===== config.mk =====
export PLATFORM = sky130hd
export DESIGN_NAME = irq_grp_unit
export DESIGN_NICKNAME = d
export VERILOG_FILES = /design/src/rtl/irq_grp_pkg.sv /design/src/rtl/irq_rst_sync.sv /design/src/rtl/irq_evt_reg.sv /design/src/rtl/irq_msk_reg.sv /design/src/rtl/irq_line_or.sv /design/src/rtl/irq_grp_unit.sv
export SDC_FILE = /design/constraint.sdc
export NUM_CORES = 1
export LEC_CHECK = 0
export ABC_AREA = 1
export CAP_MARGIN = 25
export CORE_MARGIN = 4
export CORE_UTILIZATION = 48
export CTS_CLUSTER_DIAMETER = 150
export CTS_CLUSTER_SIZE = 12
export DETAILED_ROUTE_END_ITERATION = 8
export DONT_BUFFER_PORTS = 1
export PLACE_DENSITY = 0.67
export REMOVE_ABC_BUFFERS = 1
export SKIP_CTS_REPAIR_TIMING = 1
export SLEW_MARGIN = 10
export SYNTH_ARGS = -nofsm -noshare
export SYNTH_HDL_FRONTEND = slang
export SYNTH_SLANG_ARGS = --single-unit

===== constraint.sdc =====
create_clock -name clk -period 3.2 [get_ports clk]
set_input_delay 0.16 -clock clk [delete_from_list [all_inputs] [get_ports clk]]
set_output_delay 0.16 -clock clk [all_outputs]
set_load 0.1 [all_outputs]

===== src/rtl/irq_grp_pkg.sv =====
package irq_grp_pkg;
  localparam int unsigned WORD_W = 32;
  localparam int unsigned N_GRP  = 3;

  typedef logic [WORD_W-1:0] word_t;

  typedef enum logic [1:0] {
    GRP_TX  = 2'd0,
    GRP_RX  = 2'd1,
    GRP_ERR = 2'd2
  } grp_e;

  // positions tied to behaviour
  localparam int unsigned RXF_POS  = 7;
  localparam int unsigned GRSC_POS = 8;
  localparam int unsigned RXB_POS  = 15;
  localparam int unsigned RXC_POS  = 30;
  localparam int unsigned BABR_POS = 31;

  function automatic word_t bit_at(input int unsigned pos);
    word_t v;
    v = '0;
    v[pos] = 1'b1;
    return v;
  endfunction
endpackage


===== src/rtl/irq_rst_sync.sv =====
module irq_rst_sync #(
  parameter int unsigned STAGES = 2
) (
  input  logic clk,
  input  logic rst_n_i,
  output logic rst_n_o
);
  logic [STAGES-1:0] sync_q;

  always_ff @(posedge clk or negedge rst_n_i) begin
    if (!rst_n_i) sync_q <= '0;
    else          sync_q <= {sync_q[STAGES-2:0], 1'b1};
  end

  assign rst_n_o = sync_q[STAGES-1];
endmodule


===== src/rtl/irq_evt_reg.sv =====
module irq_evt_reg
  import irq_grp_pkg::*;
#(
  parameter word_t IMPL = '1
) (
  input  logic  clk,
  input  logic  rst_n,
  input  word_t set_vec,
  input  word_t clr_vec,
  output word_t evt_q
);
  word_t evt_d;
  logic  upd_en;

  always_comb begin
    upd_en = (|set_vec) | (|clr_vec);
    // set applied after clear: set wins
    evt_d  = ((evt_q & ~clr_vec) | set_vec) & IMPL;
  end

  always_ff @(posedge clk or negedge rst_n) begin
    if (!rst_n)      evt_q <= '0;
    else if (upd_en) evt_q <= evt_d;
  end

  // every implemented bit pulsed is present next cycle
  p_set_wins_r4: assert property (@(posedge clk) disable iff (!rst_n)
    (|(set_vec & IMPL)) |=> ((evt_q & $past(set_vec & IMPL)) == $past(set_vec & IMPL)));

  // cleared bits without a concurrent set are gone next cycle
  p_w1c_r2: assert property (@(posedge clk) disable iff (!rst_n)
    (|(clr_vec & ~set_vec)) |=> ((evt_q & $past(clr_vec & ~set_vec)) == '0));

  // with no set and no clear, the register holds
  p_hold_r2: assert property (@(posedge clk) disable iff (!rst_n)
    (!(|set_vec) && !(|clr_vec)) |=> $stable(evt_q));
endmodule


===== src/rtl/irq_msk_reg.sv =====
module irq_msk_reg
  import irq_grp_pkg::*;
#(
  parameter word_t IMPL = '1
) (
  input  logic  clk,
  input  logic  rst_n,
  input  logic  ld_en,
  input  word_t ld_val,
  output word_t msk_q
);
  word_t msk_d;

  always_comb msk_d = ld_val & IMPL;

  always_ff @(posedge clk or negedge rst_n) begin
    if (!rst_n)     msk_q <= '0;
    else if (ld_en) msk_q <= msk_d;
  end

  // a load replaces the whole implemented value
  p_mask_load_r3: assert property (@(posedge clk) disable iff (!rst_n)
    ld_en |=> (msk_q == $past(ld_val & IMPL)));

  p_mask_hold_r3: assert property (@(posedge clk) disable iff (!rst_n)
    !ld_en |=> $stable(msk_q));
endmodule


===== src/rtl/irq_line_or.sv =====
module irq_line_or
  import irq_grp_pkg::*;
#(
  parameter int unsigned NG = N_GRP,
  parameter logic [NG*WORD_W-1:0] GRP_MAP = '0
) (
  input  logic          clk,
  input  logic          rst_n,
  input  word_t         evt_q,
  input  word_t         msk_q,
  output logic [NG-1:0] line_q
);
  word_t         active;
  logic [NG-1:0] line_d;

  always_comb active = evt_q & msk_q;

  for (genvar g = 0; g < NG; g++) begin : g_line
    always_comb line_d[g] = |(active & GRP_MAP[g*WORD_W +: WORD_W]);
  end

  always_ff @(posedge clk or negedge rst_n) begin
    if (!rst_n) line_q <= '0;
    else        line_q <= line_d;
  end
endmodule


===== src/rtl/irq_grp_unit.sv =====
module irq_grp_unit
  import irq_grp_pkg::*;
#(
  parameter int unsigned ADDR_W    = 4,
  parameter int unsigned EVT_OFF   = 0,
  parameter int unsigned MSK_OFF   = 4,
  parameter int unsigned TXF_POS   = 20,
  parameter int unsigned TXB_POS   = 22,
  parameter int unsigned GTSC_POS  = 23,
  parameter logic [31:0] ERR_OTHER = 32'h3F0F_7E00
) (
  input  logic              clk,
  input  logic              rst_n_i,
  input  logic              bus_sel,
  input  logic              bus_wr,
  input  logic [ADDR_W-1:0] bus_addr,
  input  logic [31:0]       bus_wdata,
  output logic [31:0]       bus_rdata,
  input  logic [31:0]       evt_set,
  input  logic              stop_rx_req,
  input  logic              stop_tx_req,
  output logic              irq_tx,
  output logic              irq_rx,
  output logic              irq_err
);
  localparam word_t TX_GRP  = bit_at(TXF_POS) | bit_at(TXB_POS);
  localparam word_t RX_GRP  = bit_at(RXF_POS) | bit_at(RXB_POS);
  localparam word_t ERR_GRP = ERR_OTHER | bit_at(GTSC_POS) | bit_at(GRSC_POS)
                            | bit_at(RXC_POS) | bit_at(BABR_POS);
  localparam word_t IMPL    = TX_GRP | RX_GRP | ERR_GRP;
  localparam logic [N_GRP*WORD_W-1:0] GRP_MAP = {ERR_GRP, RX_GRP, TX_GRP};

  logic              rst_n;
  logic              hit_evt, hit_msk;
  logic              wr_evt, wr_msk;
  word_t             set_vec, clr_vec;
  word_t             evt_q, msk_q;
  logic [N_GRP-1:0]  line_q;

  irq_rst_sync #(.STAGES(2)) u_rst (
    .clk(clk), .rst_n_i(rst_n_i), .rst_n_o(rst_n)
  );

  always_comb begin
    hit_evt = (bus_addr == ADDR_W'(EVT_OFF));
    hit_msk = (bus_addr == ADDR_W'(MSK_OFF));
    wr_evt  = bus_sel & bus_wr & hit_evt;
    wr_msk  = bus_sel & bus_wr & hit_msk;
    clr_vec = wr_evt ? bus_wdata : '0;
    set_vec = evt_set
            | (stop_rx_req ? bit_at(GRSC_POS) : '0)
            | (stop_tx_req ? bit_at(GTSC_POS) : '0);
  end

  irq_evt_reg #(.IMPL(IMPL)) u_evt (
    .clk(clk), .rst_n(rst_n), .set_vec(set_vec), .clr_vec(clr_vec), .evt_q(evt_q)
  );

  irq_msk_reg #(.IMPL(IMPL)) u_msk (
    .clk(clk), .rst_n(rst_n), .ld_en(wr_msk), .ld_val(bus_wdata), .msk_q(msk_q)
  );

  irq_line_or #(.NG(N_GRP), .GRP_MAP(GRP_MAP)) u_or (
    .clk(clk), .rst_n(rst_n), .evt_q(evt_q), .msk_q(msk_q), .line_q(line_q)
  );

  always_comb begin
    bus_rdata = '0;
    if (hit_evt)      bus_rdata = evt_q;
    else if (hit_msk) bus_rdata = msk_q;
    irq_tx  = line_q[GRP_TX];
    irq_rx  = line_q[GRP_RX];
    irq_err = line_q[GRP_ERR];
  end

  // each line follows its group's active set with one cycle of delay
  p_tx_level_r5: assert property (@(posedge clk) disable iff (!rst_n)
    1'b1 |=> (irq_tx == $past(|(evt_q & msk_q & TX_GRP))));
  p_rx_level_r5: assert property (@(posedge clk) disable iff (!rst_n)
    1'b1 |=> (irq_rx == $past(|(evt_q & msk_q & RX_GRP))));
  p_err_level_r5: assert property (@(posedge clk) disable iff (!rst_n)
    1'b1 |=> (irq_err == $past(|(evt_q & msk_q & ERR_GRP))));

  // immediate stop requests record their completion bits
  p_stop_rx_r7: assert property (@(posedge clk) disable iff (!rst_n)
    stop_rx_req |=> evt_q[GRSC_POS]);
  p_stop_tx_r7: assert property (@(posedge clk) disable iff (!rst_n)
    stop_tx_req |=> evt_q[GTSC_POS]);

  // nothing is held while in reset
  p_reset_r1: assert property (@(posedge clk)
    !rst_n |-> (evt_q == '0 && msk_q == '0 && line_q == '0));
endmodule


==> impl_metrics.prom <==
# TYPE chip_impl_metric gauge
chip_impl_info{name="outcome",value="complete, but fails checks"} 1
chip_impl_info{name="violations_in_the_final_reports",value="negative hold slack"} 1
chip_impl_metric{name="place_hpwl",unit="µm"} 4135
chip_impl_metric{name="die_area",unit="mm²"} 0.006650
chip_impl_metric{name="drt_iter0_markers",unit=""} 130
chip_impl_metric{name="hold_viol_final",unit=""} 4
chip_impl_metric{name="worst_skew_pair.late_latency",unit="ps"} 300
chip_impl_metric{name="period_needed",unit="ps"} 2046
chip_impl_metric{name="max_cap_viol_count",unit=""} 0
chip_impl_metric{name="seq_area_frac_synth",unit=""} 0.5108
chip_impl_metric{name="synth.cell_area",unit="mm²"} 0.002596
chip_impl_metric{name="p_leak",unit="nW"} 1.680
chip_impl_metric{name="crit_required",unit="ps"} 3390
chip_impl_metric{name="fin_nets",unit=""} 466
chip_impl_metric{name="arrival",unit="ps"} 2230
chip_impl_metric{name="grt_first_pass_wirelength",unit="µm"} 9342
chip_impl_info{name="cp_slowest_cell",value="sky130_fd_sc_hd__dlygate4sd3_1"} 1
chip_impl_info{name="dr.max_layer_used",value="met4"} 1
chip_impl_metric{name="worst_slew_slack_as_a_fraction_of_its_limit",unit=""} 0.3375
chip_impl_metric{name="synth_area_per_cell",unit="µm²"} 7.750
chip_impl_metric{name="synth-warning-count",unit=""} 0
chip_impl_metric{name="achievable-frequency",unit="GHz"} 0.4888
chip_impl_metric{name="total_i_o_pin_count",unit=""} 109
chip_impl_metric{name="detail_route.vias_per_cell",unit=""} 4.909
chip_impl_info{name="critical_path.endpoint_type",value="register"} 1
chip_impl_metric{name="post_drt_wl_per_cell",unit="µm"} 13.16
chip_impl_info{name="yosys-top-cells-area",value="sky130_fd_sc_hd__dfrtp_1 51%, sky130_fd_sc_hd__nand2_1 18%, sky130_fd_sc_hd__inv_1 7.4%, sky130_fd_sc_hd__o21ai_0 5.4%, sky130_fd_sc_hd__nand3_1 3.9%"} 1
chip_impl_metric{name="postSynthCellCount",unit=""} 335
chip_impl_info{name="tritoncts_clock_tree",value="yes"} 1
chip_impl_metric{name="fin_worst_hold_slack",unit="ps"} -7.219
chip_impl_metric{name="initial_utilization",unit=""} 0.5019
chip_impl_metric{name="final_max_slew_viol_count",unit=""} 0
chip_impl_metric{name="grt_start_max_net_pins",unit=""} 49
chip_impl_info{name="cpMostUsedCell",value="sky130_fd_sc_hd__nand2_1"} 1
chip_impl_metric{name="antennaDiodeCount",unit=""} 0
chip_impl_metric{name="track_usage",unit=""} 0.1829
chip_impl_metric{name="floorplan.core_area",unit="mm²"} 0.005172
chip_impl_metric{name="yosysUniqueCellTypes",unit=""} 18
chip_impl_metric{name="yosysTopAreaCellShare",unit=""} 0.5108
chip_impl_metric{name="drtPass1Iterations",unit=""} 4
chip_impl_metric{name="clock_sink_count",unit=""} 53
chip_impl_info{name="synth_top_area_cell",value="sky130_fd_sc_hd__dfrtp_1"} 1
chip_impl_metric{name="met1_length",unit="µm"} 2563
chip_impl_metric{name="max_stage_delay",unit="ps"} 570
chip_impl_info{name="rsz0062_at_grt",value="no"} 1
chip_impl_metric{name="post-route-period-util",unit=""} 0.6393
chip_impl_metric{name="vias",unit=""} 2268
chip_impl_metric{name="tns",unit="ps"} 0
chip_impl_metric{name="globalplace.congestion",unit=""} 0.7759
chip_impl_metric{name="ctsLongestPathBuffers",unit=""} 2
chip_impl_metric{name="final_layout_size_suffix_gt1_frac",unit=""} 0.1633
chip_impl_metric{name="antenna_found_initial",unit=""} 0
chip_impl_info{name="critical_path.cell_chain",value="nor2_4, nand2_2, nor2_4, nand2_1, nand2_1, nand2_1, dlygate4sd3_1"} 1
chip_impl_metric{name="global_route_total_overflow",unit=""} 0
chip_impl_metric{name="detail_route.wirelength",unit="µm"} 6080
chip_impl_metric{name="clock_tree.htree_level_count",unit=""} 2
chip_impl_metric{name="timing_worst_slew_pin_value",unit="ps"} 991.5
chip_impl_metric{name="io_buffers",unit=""} 0
chip_impl_info{name="setup.worst_path.class",value="in -> reg"} 1
chip_impl_metric{name="vdd.ir_drop.worst",unit="mV"} 0.2920
chip_impl_metric{name="fin_cells",unit=""} 462
chip_impl_metric{name="die_h",unit="µm"} 81.55
chip_impl_metric{name="met2_wirelength",unit="µm"} 3054
chip_impl_metric{name="drt_drc_violations_left",unit=""} 0
chip_impl_metric{name="floorplan.rows",unit=""} 26
chip_impl_metric{name="first_global_vias",unit=""} 2058
chip_impl_info{name="cts.root.buffer_cell",value="sky130_fd_sc_hd__clkbuf_8"} 1
chip_impl_metric{name="wl_met3",unit="µm"} 405
chip_impl_info{name="min_path_type",value="in -> reg"} 1
chip_impl_metric{name="power.density_cell_area",unit="mW/mm²"} 478.1
chip_impl_metric{name="clkTransAtPathRegs",unit="ps"} 90
chip_impl_metric{name="layout-area-overhead-vs-synth",unit="%"} 28.19
chip_impl_metric{name="worst_clock_skew",unit="ps"} 14.08
chip_impl_info{name="worstSetupStartpointType",value="input pin"} 1
chip_impl_metric{name="numPlacedInstances",unit=""} 418
chip_impl_metric{name="final-setup-viol-count",unit=""} 0
chip_impl_metric{name="postSynthRegisterBits",unit=""} 53
chip_impl_metric{name="cts_buffers",unit=""} 5
chip_impl_metric{name="postRouteAntennaNets",unit=""} 0
chip_impl_metric{name="die_x",unit="µm"} 81.55
chip_impl_metric{name="critical_path.max_fanout",unit=""} 24
## power by group
group          leakage [nW]  internal [W]  total [W]  switching (W)
Clock                0.0410      0.000149   0.000344       0.000195
Sequential            0.533      0.000748   0.000830      0.0000822
Combinational          1.11      0.000119   0.000417       0.000298
## final cells by class
class	count	area, µm²
clock buffer	6	72.57
timing repair buffer	64	585.6
sequential	53	1328
clock inverter	1	5.005
tap	70	87.58
multi-input combinational	217	1059
inverter	51	191.4
fill	467	1844
## logic make-up after synthesis
group                  share of synthesized area
other                                   0.002893
AOI/OAI and AO/OA                        0.09928
and+or+nand+nor                           0.2559
DFF                                       0.5108
buffers and inverters                     0.1311
## per-layer routing
layer | vias to the layer above | GRT usage
li1 | 1130 | -
met1 | 1057 | 0.2324
met2 | 77 | 0.3160
met3 | 4 | 0.03618
met4 | 0 | 0.05236
met5 | - | 0
## stage by stage
stage	setup WS, ps	hold WS (ps)	util	cell area [µm²]	power [W]
floorplan	127.6	-135.6	-	2474	0.001133
global placement	1267	-135.5	0.5530	2860	0.001213
detailed placement	1251	-135.5	0.5568	2880	0.001228
CTS	1470	-468.3	0.5718	2958	0.001577
global route	1027	2.397	0.6434	3328	0.001690
finish	1154	-7.219	0.6434	3328	0.001591
## worst paths after layout
check / startpoint / to / slack (ps) / cells past startpoint
max: bus_addr[1] / u_evt.evt_q[20] / 1150 / 7
min: bus_wdata[11] / u_msk.msk_q[11] / -7 / 2
max reg2reg: u_evt.evt_q[20] / u_evt.evt_q[20] / 2010 / 3
min reg2reg: u_rst.sync_q[1] / u_msk.msk_q[16] / 260 / 0
max in group asynchronous: u_rst.sync_q[1] / u_evt.evt_q[17] / 2420 / 1
min in group asynchronous: rst_n_i / u_rst.sync_q[0] / 80 / 1
## sequential cells by signal (all words and copies together), names as in the netlist
register / cells
u_msk.msk_q: 24
u_rst.sync_q: 2
u_or.line_q: 3
u_evt.evt_q: 24
## critical path: cells and delay by family
family,cells,cell delay [ps]
and+or+nand+nor,6,1490
buffers and inverters,1,570
## Yosys cell counts
| master | number |
|---|---|
| sky130_fd_sc_hd__nand2_1 | 123 |
| sky130_fd_sc_hd__dfrtp_1 | 53 |
| sky130_fd_sc_hd__inv_1 | 51 |
| sky130_fd_sc_hd__o21ai_0 | 28 |
| sky130_fd_sc_hd__nand3_1 | 20 |
| sky130_fd_sc_hd__o21ai_1 | 16 |
| sky130_fd_sc_hd__buf_4 | 8 |
| sky130_fd_sc_hd__nor2_1 | 7 |
| sky130_fd_sc_hd__o22ai_1 | 6 |
| sky130_fd_sc_hd__buf_6 | 5 |
| sky130_fd_sc_hd__clkbuf_1 | 5 |
| sky130_fd_sc_hd__nand4_1 | 3 |
| sky130_fd_sc_hd__nor2_4 | 3 |
| sky130_fd_sc_hd__buf_2 | 2 |
| sky130_fd_sc_hd__conb_1 | 2 |
| sky130_fd_sc_hd__buf_1 | 1 |
| sky130_fd_sc_hd__nand2_2 | 1 |
| sky130_fd_sc_hd__nand3_4 | 1 |
## cells in the final DEF (no fill, tap or decap), types with 2 or more instances in the layout
| master | instances |
|---|---|
| sky130_fd_sc_hd__o21ai_1 | 16 |
| sky130_fd_sc_hd__nand3_1 | 20 |
| sky130_fd_sc_hd__clkbuf_8 | 5 |
| sky130_fd_sc_hd__inv_1 | 51 |
| sky130_fd_sc_hd__nor2_4 | 3 |
| sky130_fd_sc_hd__nand2_1 | 123 |
| sky130_fd_sc_hd__nor2_1 | 6 |
| sky130_fd_sc_hd__o22ai_2 | 4 |
| sky130_fd_sc_hd__dfrtp_1 | 52 |
| sky130_fd_sc_hd__buf_4 | 26 |
| sky130_fd_sc_hd__o21ai_0 | 8 |
| sky130_fd_sc_hd__dlygate4sd3_1 | 37 |
| sky130_fd_sc_hd__nand4_1 | 3 |
| sky130_fd_sc_hd__o21ai_2 | 20 |
| sky130_fd_sc_hd__o22ai_1 | 2 |
| sky130_fd_sc_hd__conb_1 | 9 |
Power figures use the tool's default switching activity.
